<file path="src/rtl/tdc_cal_ctrl.sv">
module tdc_cal_ctrl #(
  parameter int NSTAGE = 20,
  parameter int BW     = 8,
  parameter int TARGET = 10,
  localparam int CNTW  = $clog2(NSTAGE + 1)
) (
  input  logic              clk,
  input  logic              rst_n,
  input  logic              start,
  input  logic              sample_valid,
  input  logic [NSTAGE-1:0] stage_bits,
  input  logic [CNTW-1:0]   golden,
  input  logic [CNTW-1:0]   tol,
  output logic [BW-1:0]     bias_even,
  output logic [BW-1:0]     bias_odd,
  output logic [CNTW-1:0]   count,
  output logic              count_valid,
  output logic              bubble_err,
  output logic              locked,
  output logic              cal_fail,
  output logic              anomaly
);
  localparam logic [BW-1:0]   MID  = BW'(1) << (BW - 1);
  localparam logic [BW-1:0]   FULL = '1;
  localparam logic [CNTW-1:0] TGT  = CNTW'(TARGET);

  typedef enum logic [2:0] {S_IDLE, S_EVEN, S_ODD, S_LOCK, S_MEAS} state_t;
  state_t st;

  logic [CNTW-1:0] lead, dev;
  logic            gap, bub;

  always_comb begin
    lead = '0;
    gap  = 1'b0;
    bub  = 1'b0;
    for (int i = 0; i < NSTAGE; i++) begin
      if (!stage_bits[i]) gap = 1'b1;
      else if (gap)       bub = 1'b1;
      else                lead = lead + CNTW'(1);
    end
  end

  assign dev    = (lead >= golden) ? lead - golden : golden - lead;
  assign locked = (st == S_LOCK) || (st == S_MEAS);

  always_ff @(posedge clk or negedge rst_n) begin
    if (!rst_n) begin
      count       <= '0;
      count_valid <= 1'b0;
      bubble_err  <= 1'b0;
      anomaly     <= 1'b0;
    end else begin
      count_valid <= sample_valid;
      anomaly     <= sample_valid && (st == S_MEAS) && (dev > tol);
      if (sample_valid) begin
        count      <= lead;
        bubble_err <= bub;
      end
    end
  end

  always_ff @(posedge clk or negedge rst_n) begin
    if (!rst_n) begin
      st        <= S_IDLE;
      bias_even <= '0;
      bias_odd  <= '0;
      cal_fail  <= 1'b0;
    end else if (start) begin
      st        <= S_EVEN;
      bias_even <= '0;
      bias_odd  <= MID;
      cal_fail  <= 1'b0;
    end else begin
      case (st)
        S_EVEN: if (sample_valid) begin
          if (lead >= TGT) begin
            st       <= S_ODD;
            bias_odd <= '0;
          end else if (bias_even == FULL) begin
            st       <= S_IDLE;
            cal_fail <= 1'b1;
          end else begin
            bias_even <= bias_even + BW'(1);
          end
        end
        S_ODD: if (sample_valid) begin
          if (lead >= TGT) begin
            st <= S_LOCK;
          end else if (bias_odd == FULL) begin
            st       <= S_IDLE;
            cal_fail <= 1'b1;
          end else begin
            bias_odd <= bias_odd + BW'(1);
          end
        end
        S_LOCK:  st <= S_MEAS;
        default: st <= st;
      endcase
    end
  end
endmodule

</file>
<file path="config.mk">
export PLATFORM = sky130hd
export DESIGN_NAME = tdc_cal_ctrl
export DESIGN_NICKNAME = d
export VERILOG_FILES = /design/src/rtl/tdc_cal_ctrl.sv
export SDC_FILE = /design/constraint.sdc
export NUM_CORES = 1
export LEC_CHECK = 0
export ABC_AREA = 1
export CORE_MARGIN = 2
export CORE_UTILIZATION = 45
export DETAILED_ROUTE_END_ITERATION = 6
export DONT_BUFFER_PORTS = 1
export GPL_ROUTABILITY_DRIVEN = 0
export GPL_TIMING_DRIVEN = 0
export SYNTH_ARGS = -nofsm -noshare
export SYNTH_HDL_FRONTEND = slang
export SYNTH_SLANG_ARGS = --single-unit
</file>
<file path="constraint.sdc">
create_clock -name clk -period 2.1 [get_ports clk]
set_clock_uncertainty 0.1 [all_clocks]
set_input_delay 0.63 -clock clk [delete_from_list [all_inputs] [get_ports clk]]
set_output_delay 0.63 -clock clk [all_outputs]
set_load 0.05 [all_outputs]
</file>
==> impl_metrics.toml <==
[run_status]
status = "finished, violations left"
violations = "negative setup slack"

[power]
vdd_ir_drop_max_uv = 366.1
p_per_area_nw_per_um2 = 366.9
leakage_nw = 3.567
finalPower_mw = 2.563

[critical_path]
critPathMaxFanout = 5
critPathLaunchType = "primary input"
cpMaxStageDelayCell = "or3_4"
critPathRequiredTime_ns = 2.18
crit_top_cell = "nand2_2"
arrival_ns = 11.01
max_stage_delay_ns = 0.37
r2r_setup_slack_ns = -0.31
endpoint_kind = "flip-flop"
critical_path_class = "primary input to flip-flop"

[floorplan]
start_util_pct = 45.63
rows = 38
die_area_um2 = 11750
core_um2 = 10750
io_pins = 60
die-height_um = 108.4
die_w_um = 108.4

[drt]
drc = 0
via_per_inst = 5.215
wl_um = 13970
drt_iter0_drc = 236
first_pass_iters = 6
num_vias = 5512
drtAntennaViolNets = 0
post_drt_wl_per_cell_um = 13.22

[job]
max_cap_violations = 0

[yosys]
synthFlopType = "dfrtp_1"
syn_inst = 801
netlist_top_cells_count = "215 x nand2_1, 130 x inv_1, 81 x nand3_1, 58 x nor2_1, 38 x o21ai_0"
synthTopCellsByArea = "nand2_1 16%, dfrtp_1 14%, inv_1 10%"
synth.distinct_cells = 50
synth_most_common_cell = "nand2_1"
synth_seq_cells = 28
synth_top_area_share_pct = 16.46
postSynthAreaPerCell_um2 = 6.122
yosysWarnings = 0
yosysTopAreaCell = "nand2_1"
synthArstFlopShare_pct = 100.0
seq_area_frac_synth_pct = 14.29
synth_edf_count = 0
synth_area_um2 = 4903
syn_nets = 872

[timing]
setup_ws_ns = -8.829
hold_viol_final = 0
period_needed_ns = 10.93
fmax_mhz = 91.50
slew_violations = 0
fin_crit_sh_pct = 520.4
grt_setup_unrepaired = "true"
worst_slew_pin_slew_ns = 0.6151
setup_viol = 27
relSlewSlack_pct = 58.99

[global_routing]
grt_max_degree = 29
antenna_found_initial = 0
track_usage_pct = 22.57
grt_pass1_vias = 5090
grt_pass1_wl_um = 22380
grt_overflow = 0

[placed_design]
dp.final_hpwl_um = 9211
place_area_um2 = 5255
port_buffers = 0
dp_slack_ns = -9.619

[clocking]
clkSinkCount = 28
htree_levels = 1
clockRootBuffer = "clkbuf_8"
insertion_delay_ns = 0.28
cts.path.max_buffers = 2
cts_tree = "built"
cts_buffers = 3
clk_pin_slew_ns = 0.10

[layout]
fillers = 965
area_delta_synth_final_pct = 42.49
fin_area_um2 = 6987
n_antenna_cell = 0
fin_nets = 989
utilization_pct = 65.02
drive_above_1_share_pct = 40.68

[hold_path]
hp-class = "primary input to async pin"
[through the flow]
step | cells | setup TNS, ns | hold slack, ns
floorplan | 801 | -167.18 | 0.2344
global placement | 941 | -190.15 | 0.2349
detailed placement | 941 | -194.74 | 0.2350
CTS | 1029 | -190.31 | 0.05119
global route | 1057 | -211.22 | 0.05023
finish | 1057 | -195.34 | 0.05269
[worst max-delay path: cells and delay by family]
family	cells	cell delay [ns]
and+or+nand+nor	31	2.88
muxes	1	0.26
adders and majority gates	12	3.03
xor gates and xnor gates	2	0.33
AOI/OAI and AO/OA	24	2.97
buffers and inverters	14	0.91
[cell type report]
type                    instances  area (µm²)  area share, %
plain buffers                   7       37.54         0.5372
clock buffers                   3       41.29         0.5910
clock inverters                 1       30.03         0.4298
inverters                     147       573.1          8.202
multi-input cells             620        4466          63.91
flip-flops and latches         28       700.7          10.03
well taps                     140       175.2          2.507
repair buffers                111       963.4          13.79
[power by group]
| part | switching [mW] | total, mW | internal [mW] | leakage, nW |
|---|---|---|---|---|
| clock network | 0.176 | 0.432 | 0.256 | 0.0357 |
| registers | 0.200 | 0.785 | 0.585 | 0.374 |
| logic | 0.770 | 1.35 | 0.577 | 3.16 |
[timing repair]
| item | in CTS | in global routing |
|---|---|---|
| cloned | 2 | 0 |
| setup endpoints to repair | 28 | 28 |
| endpoints found under the hold margin | 28 | 0 |
| pin swaps | 62 | 81 |
| setup buffers | 81 | 32 |
| resized for setup | 85 | 115 |
| hold buffers | 1 | 0 |
[routing by layer]
metal	vias up	GRT usage, %	share of wire [%]
met4	0	5.128	2.2
met5	-	0	0
met2	130	38.95	50
li1	2822	-	-
met3	32	3.376	4.2
met1	2528	29.66	44
[worst paths after layout]
kind / from / endpoint / cells after the start
max in group asynchronous: rst_n / bias_even[7]$_DFFE_PN0P_ / 1
worst max register to register: bias_odd[0]$_DFFE_PN0P_ / cal_fail$_DFFE_PN0P_ / 10
worst max-delay path: stage_bits[0] / anomaly$_DFF_PN0_ / 84
min in group clk: sample_valid / count_valid$_DFF_PN0_ / 0
worst min-delay path: rst_n / bias_odd[3]$_DFFE_PN0P_ / 1
worst min register to register: st[1]$_DFFE_PN0P_ / st[1]$_DFFE_PN0P_ / 2
[state kept, by name (all words and copies together), names as in the netlist]
signal	count
bias_even	8
st	3
cal_fail	1
anomaly	1
count_valid	1
bias_odd	8
bubble_err	1
count	5
[layout by cell type, fill, tap and decap left out, types with 7 or more instances in the layout]
cell type    n
nand3_1     59
buf_4       90
nor2_4      10
nand3_4      8
nand4_1     15
inv_1      116
nor2_1      51
nand2_4     29
buf_6       15
dfrtp_1     28
nand3b_1     7
o21ai_2     21
inv_2       21
ha_4        10
a21oi_1     17
nand2_2     75
xor2_1      13
nand2_1    155
nand3_2     25
ha_1        25
o21ai_1     19
[cells by family (layout without fill, tap and decap cells)]
group | Yosys count | after routing | synth area share [%]
simple gates | 469 | 470 | 49.40
buf+inv | 154 | 269 | 12.09
compound gates | 98 | 98 | 11.74
flops | 28 | 28 | 14.29
fa+ha+maj | 37 | 37 | 9.747
xor+xnor | 13 | 13 | 2.322
mux | 2 | 2 | 0.4083
No activity file was read; power rests on OpenSTA's default activity.
